<file path="src/rtl/adc_scan_pkg.sv">
package adc_scan_pkg;
  localparam int CH_W   = 4;
  localparam int NCH    = 1 << CH_W;
  localparam int REG_W  = 8;
  localparam int PR_W   = 3;
  localparam int ADR_W  = CH_W + 1;
  localparam int N_WIN  = 2;

  localparam logic [REG_W-1:0] CTL1_RST = 8'h0F;
  localparam logic [REG_W-1:0] CTL2_RST = 8'hA0;

  // control register 2 bit positions
  localparam int BIT_ST   = 0;
  localparam int BIT_CONT = 1;
  localparam int BIT_POW  = 2;
  localparam int PR_LSB   = 5;

  localparam logic [ADR_W-1:0] ADR_CTL1 = 5'd0;
  localparam logic [ADR_W-1:0] ADR_CTL2 = 5'd1;
  localparam logic [ADR_W-1:0] ADR_THR0 = 5'd2;

  localparam logic [CH_W-1:0] CH_LAST = '1;

  typedef enum logic [1:0] {SQ_IDLE, SQ_REQ, SQ_WAIT} seq_state_t;
endpackage

</file>
<file path="src/rtl/adc_clk_div.sv">
module adc_clk_div
  import adc_scan_pkg::*;
(
  input  logic            clk,
  input  logic            rst,
  input  logic [PR_W-1:0] pr,
  output logic            tick
);
  localparam int CNT_W = PR_W + 1;

  logic [CNT_W-1:0] cnt;
  logic [CNT_W-1:0] last;

  // period 2*(pr+1) -> terminal count 2*pr+1
  assign last = {pr, 1'b1};

  always_ff @(posedge clk) begin
    if (rst) begin
      cnt  <= '0;
      tick <= 1'b0;
    end else if (cnt >= last) begin
      cnt  <= '0;
      tick <= 1'b1;
    end else begin
      cnt  <= cnt + 1'b1;
      tick <= 1'b0;
    end
  end
endmodule

</file>
<file path="src/rtl/adc_scan_fsm.sv">
module adc_scan_fsm
  import adc_scan_pkg::*;
(
  input  logic            clk,
  input  logic            rst,
  input  logic            pow,
  input  logic            st,
  input  logic            cont,
  input  logic            restart,
  input  logic            tick,
  input  logic            conv_done,
  input  logic [CH_W-1:0] start_ch,
  output logic            conv_req,
  output logic [CH_W-1:0] cur_ch,
  output logic            store_we,
  output logic            st_clr,
  output logic            eos,
  output logic            busy
);
  seq_state_t state;

  assign store_we = (state == SQ_WAIT) && conv_done && pow && !restart;
  assign st_clr   = store_we && (cur_ch == CH_LAST) && !cont;
  assign busy     = (state != SQ_IDLE);

  always_ff @(posedge clk) begin
    if (rst) begin
      state    <= SQ_IDLE;
      cur_ch   <= '0;
      conv_req <= 1'b0;
      eos      <= 1'b0;
    end else begin
      conv_req <= 1'b0;
      eos      <= 1'b0;
      if (restart || !pow) begin
        state  <= (restart && pow && st) ? SQ_REQ : SQ_IDLE;
        cur_ch <= start_ch;
      end else begin
        case (state)
          SQ_IDLE: if (st) begin
            state  <= SQ_REQ;
            cur_ch <= start_ch;
          end
          SQ_REQ: if (tick) begin
            conv_req <= 1'b1;
            state    <= SQ_WAIT;
          end
          SQ_WAIT: if (conv_done) begin
            if (cur_ch == CH_LAST) begin
              eos    <= 1'b1;
              cur_ch <= start_ch;
              state  <= cont ? SQ_REQ : SQ_IDLE;
            end else begin
              cur_ch <= cur_ch + 1'b1;
              state  <= SQ_REQ;
            end
          end
          default: state <= SQ_IDLE;
        endcase
      end
    end
  end
endmodule

</file>
<file path="src/rtl/adc_win_cmp.sv">
module adc_win_cmp
  import adc_scan_pkg::*;
#(
  parameter int RES_W = 10
) (
  input  logic             clk,
  input  logic             rst,
  input  logic             clr,
  input  logic             store_we,
  input  logic [CH_W-1:0]  store_ch,
  input  logic [CH_W-1:0]  watch_ch,
  input  logic [RES_W-1:0] value,
  input  logic [RES_W-1:0] hi,
  input  logic [RES_W-1:0] lo,
  output logic             out_flag
);
  always_ff @(posedge clk) begin
    if (rst || clr)
      out_flag <= 1'b0;
    else if (store_we && (store_ch == watch_ch) && ((value > hi) || (value < lo)))
      out_flag <= 1'b1;
  end
endmodule

</file>
<file path="src/rtl/adc_scan_seq.sv">
module adc_scan_seq
  import adc_scan_pkg::*;
#(
  parameter int RES_W  = 10,
  parameter int DATA_W = 16
) (
  input  logic              clk,
  input  logic              rst,
  input  logic              bus_wr,
  input  logic [ADR_W-1:0]  bus_addr,
  input  logic [DATA_W-1:0] bus_wdata,
  output logic [DATA_W-1:0] bus_rdata,
  output logic              adc_clk_en,
  output logic              conv_req,
  output logic [CH_W-1:0]   conv_ch,
  input  logic              conv_done,
  input  logic [RES_W-1:0]  conv_data,
  output logic              busy,
  output logic              eos,
  output logic              win_flag_a,
  output logic              win_flag_b
);
  logic [REG_W-1:0] ctl1_q, ctl2_q;
  logic [RES_W-1:0] thr_hi [N_WIN];
  logic [RES_W-1:0] thr_lo [N_WIN];
  logic             restart_q;
  logic             store_we, st_clr;
  logic [CH_W-1:0]  store_ch;
  logic [N_WIN-1:0] win_flags;

  logic [RES_W-1:0]  res_mem [NCH];
  logic [RES_W-1:0]  mem_q;
  logic [DATA_W-1:0] reg_rd, reg_q;
  logic              sel_mem_q;

  wire ctl2_wr = bus_wr && (bus_addr == ADR_CTL2);

  always_ff @(posedge clk) begin
    if (rst) begin
      ctl1_q    <= CTL1_RST;
      ctl2_q    <= CTL2_RST;
      restart_q <= 1'b0;
      for (int i = 0; i < N_WIN; i++) begin
        thr_hi[i] <= '1;
        thr_lo[i] <= '0;
      end
    end else begin
      restart_q <= ctl2_wr;
      if (bus_wr && (bus_addr == ADR_CTL1)) ctl1_q <= bus_wdata[REG_W-1:0];
      if (ctl2_wr) ctl2_q <= bus_wdata[REG_W-1:0];
      else if (st_clr) ctl2_q[BIT_ST] <= 1'b0;
      for (int i = 0; i < N_WIN; i++) begin
        if (bus_wr && (bus_addr == ADR_THR0 + ADR_W'(2*i)))     thr_hi[i] <= bus_wdata[RES_W-1:0];
        if (bus_wr && (bus_addr == ADR_THR0 + ADR_W'(2*i + 1))) thr_lo[i] <= bus_wdata[RES_W-1:0];
      end
    end
  end

  adc_clk_div u_div (
    .clk  (clk),
    .rst  (rst),
    .pr   (ctl2_q[PR_LSB +: PR_W]),
    .tick (adc_clk_en)
  );

  adc_scan_fsm u_fsm (
    .clk       (clk),
    .rst       (rst),
    .pow       (ctl2_q[BIT_POW]),
    .st        (ctl2_q[BIT_ST]),
    .cont      (ctl2_q[BIT_CONT]),
    .restart   (restart_q),
    .tick      (adc_clk_en),
    .conv_done (conv_done),
    .start_ch  (ctl1_q[REG_W-1 -: CH_W]),
    .conv_req  (conv_req),
    .cur_ch    (store_ch),
    .store_we  (store_we),
    .st_clr    (st_clr),
    .eos       (eos),
    .busy      (busy)
  );
  assign conv_ch = store_ch;

  for (genvar g = 0; g < N_WIN; g++) begin : g_win
    adc_win_cmp #(.RES_W(RES_W)) u_cmp (
      .clk      (clk),
      .rst      (rst),
      .clr      (restart_q),
      .store_we (store_we),
      .store_ch (store_ch),
      .watch_ch (ctl1_q[CH_W-1:0] + CH_W'(g)),
      .value    (conv_data),
      .hi       (thr_hi[g]),
      .lo       (thr_lo[g]),
      .out_flag (win_flags[g])
    );
  end
  assign win_flag_a = win_flags[0];
  assign win_flag_b = win_flags[1];

  // result store: plain synchronous RAM, registered read
  always_ff @(posedge clk) begin
    if (store_we) res_mem[store_ch] <= conv_data;
    mem_q <= res_mem[bus_addr[CH_W-1:0]];
  end

  always_comb begin
    reg_rd = '0;
    if (bus_addr == ADR_CTL1) reg_rd[REG_W-1:0] = ctl1_q;
    if (bus_addr == ADR_CTL2) reg_rd[REG_W-1:0] = ctl2_q;
    for (int i = 0; i < N_WIN; i++) begin
      if (bus_addr == ADR_THR0 + ADR_W'(2*i))     reg_rd[RES_W-1:0] = thr_hi[i];
      if (bus_addr == ADR_THR0 + ADR_W'(2*i + 1)) reg_rd[RES_W-1:0] = thr_lo[i];
    end
  end

  always_ff @(posedge clk) begin
    if (rst) begin
      reg_q     <= '0;
      sel_mem_q <= 1'b0;
    end else begin
      reg_q     <= reg_rd;
      sel_mem_q <= bus_addr[ADR_W-1];
    end
  end

  assign bus_rdata = sel_mem_q ? {{(DATA_W-RES_W){1'b0}}, mem_q} : reg_q;
endmodule

</file>
<file path="config.mk">
export PLATFORM = sky130hd
export DESIGN_NAME = adc_scan_seq
export DESIGN_NICKNAME = d
export VERILOG_FILES = /design/src/rtl/adc_scan_pkg.sv /design/src/rtl/adc_clk_div.sv /design/src/rtl/adc_scan_fsm.sv /design/src/rtl/adc_win_cmp.sv /design/src/rtl/adc_scan_seq.sv
export SDC_FILE = /design/constraint.sdc
export NUM_CORES = 1
export LEC_CHECK = 0
export ABC_AREA = 1
export CORE_ASPECT_RATIO = 1.25
export CORE_MARGIN = 2
export CORE_UTILIZATION = 59
export CTS_CLUSTER_SIZE = 28
export DETAILED_ROUTE_END_ITERATION = 12
export DONT_BUFFER_PORTS = 1
export GPL_TIMING_DRIVEN = 1
export PLACE_DENSITY = 0.75
export SLEW_MARGIN = 15
export SYNTH_ARGS = -nofsm -noshare
export SYNTH_HDL_FRONTEND = slang
export SYNTH_SLANG_ARGS = --single-unit
</file>
<file path="constraint.sdc">
create_clock -name clk -period 2.8 [get_ports clk]
set_input_delay 0.56 -clock clk [delete_from_list [all_inputs] [get_ports clk]]
set_output_delay 0.56 -clock clk [all_outputs]
set_load 0.01 [all_outputs]
</file>
==> results of run 1 <==
==> per-layer routing <==
metal / up-vias / share of wire [%] / global-route usage (%)
met3: 75 / 7.1 / 5.23
met5: - / 0 / 0
met2: 284 / 51 / 47.4
met1: 3528 / 38 / 30.5
li1: 3496 / - / -
met4: 0 / 4.4 / 12.0
==> sequential cells by signal, summed over array words and instances (netlist names), 2 cells and up <==
signal	flops
u_fsm.state	2
thr_lo	20
g_win.u_cmp.out_flag	2
u_fsm.cur_ch	4
ctl2_q	8
mem_q	10
reg_q	10
thr_hi	20
u_div.cnt	4
ctl1_q	8
res_mem	160
==> power breakdown <==
group	total (W)	internal [W]	leakage (nW)	switching (W)
Combinational	0.000433	0.000149	2.05	0.000284
Clock	0.00337	0.00204	0.404	0.00133
Sequential	0.00415	0.00411	2.26	0.0000364
Total	0.00795	0.00630	4.72	0.00165
==> cell usage after synthesis (12+ instances only) <==
cell type	instances	share of area, %
a21oi_1	37	1.7
dfxtp_1	53	9.7
edfxtp_1	200	55
a22oi_1	53	3.6
o21ai_0	44	2.0
nand3_1	42	1.9
inv_1	98	3.4
ha_1	47	5.4
o211ai_1	12	0.82
nand4_1	20	1.1
clkbuf_1	19	0.65
nand2_1	218	7.5
nor2_1	74	2.5
==> worst paths after layout <==
path,cells after the start,to,slack [ns],from
min reg2reg,2,ctl2_q[3],0.46,ctl2_q[3]
min,1,u_fsm.state[1],0.11,rst
max,1,bus_rdata[5],0.64,sel_mem_q
max reg2reg,6,res_mem[15][8],0.89,u_fsm.cur_ch[1]
==> final cells by class <==
type                       count  area (µm²)  share of cell area (%)
clock buffer                  33         666                    5.49
clock inverter                11         161                    1.33
inverter                     105         394                    3.25
multi-input combinational    602        3340                    27.6
sequential                   253        7070                    58.3
tap                          228         285                    2.35
timing repair buffer          28         210                    1.73
==> cells by family after synthesis <==
kind of cell / count (synthesis)
flip-flops: 253
multiplexers: 10
XOR/XNOR: 7
AO/OA/AOI/OAI: 160
buffers and inverters: 141
other: 1
AND/OR/NAND/NOR: 372
adder cells (fa/ha/maj): 47
==> through the flow <==
stage	instances	hold slack (ns)	area, µm²
floorplan	996	0.430	11000
global placement	1216	0.443	11300
detailed placement	1216	0.445	11300
CTS	1260	0.0979	12100
global route	1260	0.0978	12100
finish	1260	0.110	12100
==> key figures, run 1 <==
Setup path
  – CP bufs+invs: 0
  – CP Launch Type: flop
  – Slowest-stage cell, CP: dfxtp_1
  – Critical path endpoint category: primary output
  – Worst Path Arrival: 1.60 ns
  – Setup CP Type: flop to primary output
  – Worst-path cell chain: mux2_2
  – Critical Path Max Stage Delay: 0.62 ns
  – CP max FO: 10
  – Critical Path RT: 2.24 ns
  – Delay-heaviest family, CP: flip-flops

Timing
  – Final Skew: 0.0139 ns
  – Final Max Slew Viols: 0
  – Final Cycle Share: 77.1%
  – FMAX: 463 MHz
  – Setup TNS: 0 ns
  – Slew @ Worst Pin: 0.637 ns
  – Worst rel slew slack: 57.4%
  – Post-route minimum period: roughly 2.2 ns
  – RSZ-0062 raised after global routing: false
  – Final Hold Vio Count: 0
  – Final WS setup: 0.641 ns
  – Final setup viols: 0

Placed design
  – Detailed Place HPWL: 17,000 µm
  – Dpl ws: 0.700 ns
  – PortBufs: 0
  – RD Place Congestion: approximately 0.87

Logic synthesis
  – Largest family of logic cells by synthesized area: simple AND/OR/NAND/NOR gates
  – Synth Area in Adders: 5.38%
  – EDFF count, synth: 200
  – Synthesized area per cell: 11.0 µm²
  – Yosys warns: 0
  – Post-Synth Simple-Gate Area: 14.1%
  – Synth Area in Compound Gates: 9.13%
  – Post-synth cell types: 38
  – XOR/XNOR Fraction of Synth Area: 0.561%
  – Ys async rst share: 0%
  – Top_reg_cell synth: edfxtp_1
  – Cell Area, Synth: 0.0109 mm²
  – Post-Syn Instances: 991
  – Register area share after synthesis: 64.6%
  – FF+latch count, synth: between 200 and 300
  – Post-synthesis mux area share: 1.03%

Global route
  – Total congestion overflow: 0
  – Initial antenna violation count: 0
  – Pin count of the biggest net entering global routing: 41
  – First-pass GRT wire length: 39,700 µm
  – Vias in the first global route: 7,439
  – GRT Overall Usage: roughly a quarter

Final layout
  – Share of cells above drive strength 1: around 8.6%
  – Fillers: 1,350
  – Area grow syn2layout: 10.9%
  – # nets final: approximately 1,100
  – Commonest non-fill, non-tap cell in the layout: nand2_1
  – Final Util: 66.7%
  – Commonest non-fill, non-tap cells in the layout: nand2_1, edfxtp_1, inv_1, nor2_1
  – N_diodes: 0

Detailed routing
  – WL per Instance: 20.3 µm
  – Routed vias: 7,383
  – DRT Wirelength: 25,600 µm
  – Drt pass-1 iters: 6
  – First DRT Iteration DRCs: 621
  – Post-route ant nets: 0
  – Via density per instance: 5.86
  – DRC: 0

CTS
  – CTS H-tree lvls: 1
  – CTS tree: done
  – Num CTS Buffers: 24
  – Postcts setup bufs: 0
  – Clock Tree Root: clkbuf_16
  – Hold buffers post-CTS: 0
  – # resized after CTS: 0
  – Clk buf depth: 3
  – Reg clk slew, reported paths: roughly 0.060 ns
  – CTS sink cnt: between 200 and 300
  – Clk_lat worst skew: 0.52 ns

Floorplan
  – Starting Density: 60.2%
  – Top Ports: 61
  – Row count: 55
  – Chip Width: 126 µm
  – Die Y: ~160 µm
  – Core Footprint: 0.0182 mm²
  – Die footprint: 0.0197 mm²

Power
  – PwrDens: 656 mW/mm²
  – Peak VDD IR: between 0.6 and 0.7 mV
  – Overall Power: 0.00795 W
  – Leak: around 4.7 nW

Flow run
  – Max_cap viols: 0

Worst hold path
  – Worst Hold Class: primary input to flop

Run status
  – Status: finished, final reports clean
No activity file was read; power rests on OpenSTA's default activity.
==> run 2, diff against run 1 <==
--- a/config.mk
+++ b/config.mk
@@ -8,7 +8,7 @@
 export ABC_AREA = 1
 export CORE_ASPECT_RATIO = 1.25
 export CORE_MARGIN = 2
-export CORE_UTILIZATION = 59
+export CORE_UTILIZATION = 57
 export CTS_CLUSTER_SIZE = 28
 export DETAILED_ROUTE_END_ITERATION = 12
 export DONT_BUFFER_PORTS = 1
==> constraint.sdc (replaced) <==
create_clock -name clk -period 1.9 [get_ports clk]
set_input_delay 0.38 -clock clk [delete_from_list [all_inputs] [get_ports clk]]
set_output_delay 0.38 -clock clk [all_outputs]
set_load 0.01 [all_outputs]
==> key figures, run 2 (synthesized netlist as in run 1, its figures left out) <==
Run status
  – Status: finished, final reports clean (unchanged)

Timing
  – Final Max Slew Viols: 0 (unchanged)
  – Final Cycle Share: 96.4%
  – Final setup viols: 0 (unchanged)
  – Final Skew: 0.0203 ns (was 0.0139 ns)
  – Slew @ Worst Pin: 0.713 ns (was 0.637 ns)
  – Final Hold Vio Count: 0 (unchanged)
  – FMAX: 546 MHz
  – Post-route minimum period: ~1.8 ns
  – Worst rel slew slack: 52.3% (was 57.4%)
  – Hold slack: 0.0620 ns (was 0.110 ns)
  – RSZ-0062 raised after global routing: true (was false)

Final layout
  – # nets final: 1,123 (was 1,096)
  – Commonest non-fill, non-tap cell in the layout: nand2_1 (unchanged)
  – Commonest non-fill, non-tap cells in the layout: nand2_1, edfxtp_1, inv_1, nor2_1, a22oi_1 (was nand2_1, edfxtp_1, inv_1, nor2_1)
  – Share of cells above drive strength 1: 9.34% (was 8.62%)
  – N_diodes: 0 (unchanged)
  – Design Area, Final: 0.0124 mm² (was 0.0121 mm²)
  – Most flop-heavy register: res_mem (unchanged)
  – Top Registers: res_mem x160, thr_hi x20, thr_lo x20 (unchanged)
  – Largest register FFs: 160 (unchanged)
  – Area grow syn2layout: 13.0% (was 10.9%)

Setup path
  – Critical path endpoint category: flop (was primary output)
  – CP max FO: 9 (was 10)
  – Most used cell, CP: nor2_1
  – Worst Path Arrival: 2.05 ns (was 1.60 ns)
  – Worst-path cell chain: inv_1 -> nor2_1 -> nand3_2 -> nor2_4 -> nand2_1 -> nor2_1 -> buf_4 (was mux2_2)
  – Critical Path Max Stage Delay: 0.35 ns (was 0.62 ns)
  – Slowest-stage cell, CP: dfxtp_1 (unchanged)
  – Critical Path RT: 2.12 ns (was 2.24 ns)
  – CP Launch Type: flop (unchanged)
  – Setup CP Type: flop to flop (was flop to primary output)

Floorplan
  – Row count: 56 (was 55)
  – Top Ports: 61 (unchanged)
  – Starting Density: 58.2% (was 60.2%)
  – Core Footprint: 0.0188 mm² (was 0.0182 mm²)
  – Chip Width: 128 µm (was 126 µm)
  – Die footprint: 0.0203 mm² (was 0.0197 mm²)
  – Die Y: 159 µm (was 156 µm)

Detailed routing
  – First DRT Iteration DRCs: 751 (was 621)
  – Post-route ant nets: 0 (unchanged)
  – DRT Wirelength: 27,000 µm (was 25,600 µm)
  – Routed vias: 7,500 (was 7,383)
  – WL per Instance: 20.9 µm (was 20.3 µm)
  – Via density per instance: 5.80 (was 5.86)
  – Drt pass-1 iters: 5 (was 6)
  – DRC: 0 (unchanged)

CTS
  – CTS H-tree lvls: 1 (unchanged)
  – Clock Tree Root: clkbuf_16 (unchanged)
  – CTS tree: done (unchanged)
  – Clk buf depth: 3 (unchanged)
  – Reg clk slew, reported paths: 0.06 ns (about the same)
  – Num CTS Buffers: 25 (was 24)
  – Clk_lat worst skew: 0.52 ns (about the same)
  – CTS sink cnt: 253 (unchanged)

Global route
  – Vias in the first global route: 7,372 (was 7,439)
  – Pin count of the biggest net entering global routing: 41 (unchanged)
  – First-pass GRT wire length: 40,700 µm (was 39,700 µm)
  – Initial antenna violation count: 0 (unchanged)
  – GRT Overall Usage: 26.5% (was 26.3%)
  – Total congestion overflow: 0 (unchanged)

Power
  – Leak: 4.83 nW (was 4.72 nW)
  – PwrDens: 926 mW/mm² (was 656 mW/mm²)
  – Peak VDD IR: 0.881 mV (was 0.614 mV)

Placed design
  – Detailed Place HPWL: 17,600 µm (was 17,000 µm)
  – RD Place Congestion: 0.851 (was 0.875)
  – Placed instance area: 0.0114 mm² (was 0.0113 mm²)
  – PortBufs: 0 (unchanged)

Flow run
  – Max_cap viols: 0 (unchanged)

Worst hold path
  – Worst Hold Class: primary input to flop (unchanged)
==> run 2: changes by cell type in the layout (fill, tap and decap cells not counted), moves of 3 or more <==
cell           delta
buf_12            +4
o21ai_0           -4
bufinv_16         -4
clkbuf_8          +3
dlygate4sd3_1    +17
o21ai_1           +4
buf_4             +5
==> run 2: metrics by stage <==
stage / cells / setup WS, ns / utilization (%) / power [W] / TNS [ns]
2_1_floorplan: 996 / 0.114 / - / 0.00668 / 0
3_3_place_gp: 1229 / 0.0595 / 60.8 / 0.00687 / 0
3_5_place_dp: 1229 / -0.0304 / 60.8 / 0.00689 / -0.338
4_1_cts: 1292 / 0.0885 / 65.8 / 0.0115 / 0
5_1_grt: 1292 / -0.0135 / 65.8 / 0.0118 / -0.140
6_report: 1292 / 0.0691 / 65.8 / 0.0114 / 0
==> run 2: repair_timing <==
item,CTS,global route
endpoints found under the hold margin,174,0
setup endpoints to repair,10,16
setup buffers,0,0
gates resized for setup,1,0
hold buffers,17,0
==> run 2: area by class of cell <==
type,count,area (µm²)
well taps,232,290
clock buffers,38,716
inverters,105,394
multi-input cells,602,3340
fillers,1427,6420
repair buffers,54,498
flip-flops and latches,253,7070
clock inverters,8,50.0
==> run 2: final timing paths <==
check / startpoint / depth (start not counted) / slack (ns) / endpoint
worst max-delay path: ctl2_q[2] / 7 / 0.07 / res_mem[1][7]
worst min register to register: ctl2_q[4] / 2 / 0.46 / ctl2_q[4]
worst min-delay path: bus_wdata[3] / 2 / 0.06 / ctl2_q[3]
worst max register to register: ctl2_q[2] / 7 / 0.07 / res_mem[1][7]
==> run 2: critical path: cells and delay by family (launching register included) <==
family                 cells  cell delay, ns
buffers and inverters      2            0.30
and+or+nand+nor            5            0.89
DFF                        1            0.35
==> run 2: power by group <==
part | internal [W] | total, W | leakage (nW) | switching (W)
combinational | 0.000260 | 0.000757 | 2.18 | 0.000497
clock | 0.00261 | 0.00457 | 0.383 | 0.00197
sequential | 0.00606 | 0.00611 | 2.26 | 0.0000516
total | 0.00893 | 0.0114 | 4.83 | 0.00251
==> run 2: metal layers <==
metal	routed length (µm)	share of wire (%)	track usage [%]	up-vias
li1	-	-	-	3558
met1	10200	38	32.7	3570
met2	13600	50	45.6	289
met3	1980	7.3	4.82	83
met4	1200	4.5	11.0	0
met5	0	0	0	-
==> run 3, diff against run 2 <==
==> constraint.sdc (replaced) <==
create_clock -name clk -period 1.6 [get_ports clk]
set_input_delay 0.32 -clock clk [delete_from_list [all_inputs] [get_ports clk]]
set_output_delay 0.32 -clock clk [all_outputs]
set_load 0.01 [all_outputs]
==> key figures, run 3 (synthesized netlist as in run 1, its figures left out) <==
Run status
  – Status: finished with violations (was finished, final reports clean)
  – Failing checks: setup timing

Worst hold path
  – Worst Hold Class: primary input to flop (unchanged)

Final layout
  – Commonest non-fill, non-tap cell in the layout: nand2_1 (unchanged)
  – Largest register FFs: 160 (unchanged)
  – Share of cells above drive strength 1: 16.5% (was 9.34%)
  – Final Util: 70.2% (was 65.8%)
  – # nets final: 1,162 (was 1,123)
  – Area grow syn2layout: 20.5% (was 13.0%)
  – Top Registers: res_mem x160, thr_hi x20, thr_lo x20 (unchanged)
  – Most flop-heavy register: res_mem (unchanged)
  – Commonest non-fill, non-tap cells in the layout: nand2_1, edfxtp_1, inv_1, nor2_1, a22oi_1 (unchanged)

CTS
  – Reg clk slew, reported paths: 0.06 ns (about the same)
  – CTS sink cnt: 253 (unchanged)
  – Num CTS Buffers: 25 (unchanged)
  – Clk_lat worst skew: 0.53 ns (was 0.52 ns)
  – Clock Tree Root: clkbuf_16 (unchanged)
  – CTS H-tree lvls: 1 (unchanged)
  – CTS tree: done (unchanged)
  – Clk buf depth: 3 (unchanged)

Setup path
  – Worst-path cell chain: mux2_2 (was inv_1 -> nor2_1 -> nand3_2 -> nor2_4 -> nand2_1 -> nor2_1 -> buf_4)
  – Critical path endpoint category: primary output (was flop)
  – CP Launch Type: flop (unchanged)
  – Critical Path Start: sel_mem_q (was ctl2_q[2])
  – Delay-heaviest family, CP: flip-flops (was simple AND/OR/NAND/NOR gates)
  – CP bufs+invs: 0 (was 2)
  – Critical Path Max Stage Delay: 0.43 ns (was 0.35 ns)
  – Critical Path RT: 1.28 ns (was 2.12 ns)
  – Setup CP Type: flop to primary output (was flop to flop)
  – Worst Path Arrival: 1.37 ns (was 2.05 ns)
  – Endpoint of the lowest-slack register-to-register path: res_mem[5][5] (was res_mem[1][7])
  – R2R depth: 8 (was 7)
  – Worst setup endpoint: bus_rdata[2] (was res_mem[1][7])
  – Worst R2R Start: ctl2_q[2] (unchanged)
  – R2r setup slk: -0.02 ns (was 0.07 ns)
  – Slowest-stage cell, CP: dfxtp_4 (was dfxtp_1)
  – CP max FO: 10 (was 9)
  – Critical path depth: 1 (was 7)

Global route
  – Vias in the first global route: 7,626 (was 7,372)
  – First-pass GRT wire length: 42,300 µm (was 40,700 µm)
  – Most Used Layer, Global Route: met2 (unchanged)
  – GR Util met2: 48.2% (was 45.6%)
  – Met3 global-route usage: 4.11% (was 4.82%)
  – Pin count of the biggest net entering global routing: 36 (was 41)
  – Initial antenna violation count: 0 (unchanged)
  – GRT Overall Usage: 27.8% (was 26.5%)
  – Total congestion overflow: 0 (unchanged)
  – M1 GR Usage: 33.1% (was 32.7%)

Timing
  – Post-route minimum period: 1.69 ns
  – Slew @ Worst Pin: 0.755 ns (was 0.713 ns)
  – Final Cycle Share: 105%
  – Final Hold Vio Count: 0 (unchanged)
  – Final WS setup: -0.0872 ns (was 0.0691 ns)
  – Worst rel slew slack: 49.5% (was 52.3%)
  – FMAX: 593 MHz
  – Final Skew: 0.0115 ns (was 0.0203 ns)
  – Hold slack: 0.0179 ns (was 0.0620 ns)
  – Final setup viols: 15 (was 0)
  – RSZ-0062 raised after global routing: true (unchanged)
  – Final Max Slew Viols: 0 (unchanged)

Power
  – Leak: 5.12 nW (was 4.83 nW)
  – Peak VDD IR: 0.971 mV (was 0.881 mV)
  – Overall Power: 0.0141 W (was 0.0114 W)
  – PwrDens: 1070 mW/mm² (was 926 mW/mm²)

Floorplan
  – Row count: 56 (unchanged)
  – Die footprint: 0.0203 mm² (unchanged)
  – Die Y: 159 µm (unchanged)
  – Core Footprint: 0.0188 mm² (unchanged)
  – Chip Width: 128 µm (unchanged)
  – Starting Density: 58.2% (unchanged)
  – Top Ports: 61 (unchanged)

Detailed routing
  – Via density per instance: 5.82 (was 5.80)
  – DRT Wirelength: 28,400 µm (was 27,000 µm)
  – Routed vias: 7,752 (was 7,500)
  – DRC: 0 (unchanged)
  – Post-route ant nets: 0 (unchanged)
  – WL per Instance: 21.4 µm (was 20.9 µm)
  – Drt pass-1 iters: 5 (unchanged)
  – First DRT Iteration DRCs: 635 (was 751)

Placed design
  – PortBufs: 0 (unchanged)
  – RD Place Congestion: 0.932 (was 0.851)
  – Detailed Place HPWL: 18,500 µm (was 17,600 µm)

Flow run
  – Max_cap viols: 0 (unchanged)
==> run 3: how the worst min path moves through the flow <==
stage	start	to	slack (ns)	depth (start not counted)
2_1_floorplan	rst	restart_q	0.40	1
3_3_place_gp	rst	u_fsm.state[1]	0.40	1
3_5_place_dp	rst	sel_mem_q	0.40	1
4_1_cts	bus_wdata[4]	ctl1_q[4]	0.0001	2
5_1_grt	bus_wdata[8]	thr_hi[0][8]	0.02	2
6_report	bus_wdata[8]	thr_hi[0][8]	0.02	2
==> run 3: routing by layer <==
metal | routed length [µm] | vias up
li1 | - | 3639
met1 | 10500 | 3692
met2 | 14500 | 331
met3 | 1900 | 90
met4 | 1540 | 0
met5 | 0 | -
==> run 3: timing repair <==
| item | CTS | global route |
|---|---|---|
| setup endpoints to repair | 47 | 167 |
| hold endpoints to repair | 180 | 0 |
| resized for setup | 5 | 31 |
| buffers inserted | 2 | 3 |
| pin swaps | 4 | 11 |
| gates cloned | 1 | 1 |
| hold buffers | 22 | 0 |
==> run 3: cell type report <==
class	count	area, µm²
Clock buffer	39	786
Sequential cell	253	7070
Antenna cell	1	2.50
Timing Repair Buffer	92	1030
Clock inverter	6	43.8
Multi-Input combinational cell	603	3560
Inverter	105	394
Tap cell	232	290
Fill cell	1305	5600
==> run 3: report_power, final <==
group	switching [W]	leakage (nW)	internal, W
Sequential	0.0000598	2.26	0.00719
Combinational	0.000633	2.45	0.000367
Clock	0.00246	0.404	0.00340
Total	0.00316	5.12	0.0110
==> run 3: through the flow <==
step	TNS [ns]	setup slack [ns]	instance area, µm²	instances
final	-0.840	-0.0872	13200	1331
after global routing	-3.04	-0.101	13200	1330
after detailed placement	-1.05	-0.0449	11900	1256
after CTS	-0.791	-0.0883	13000	1326
after global placement	-0.254	-0.0164	11900	1256
after floorplan	-11.02	-0.168	11100	996
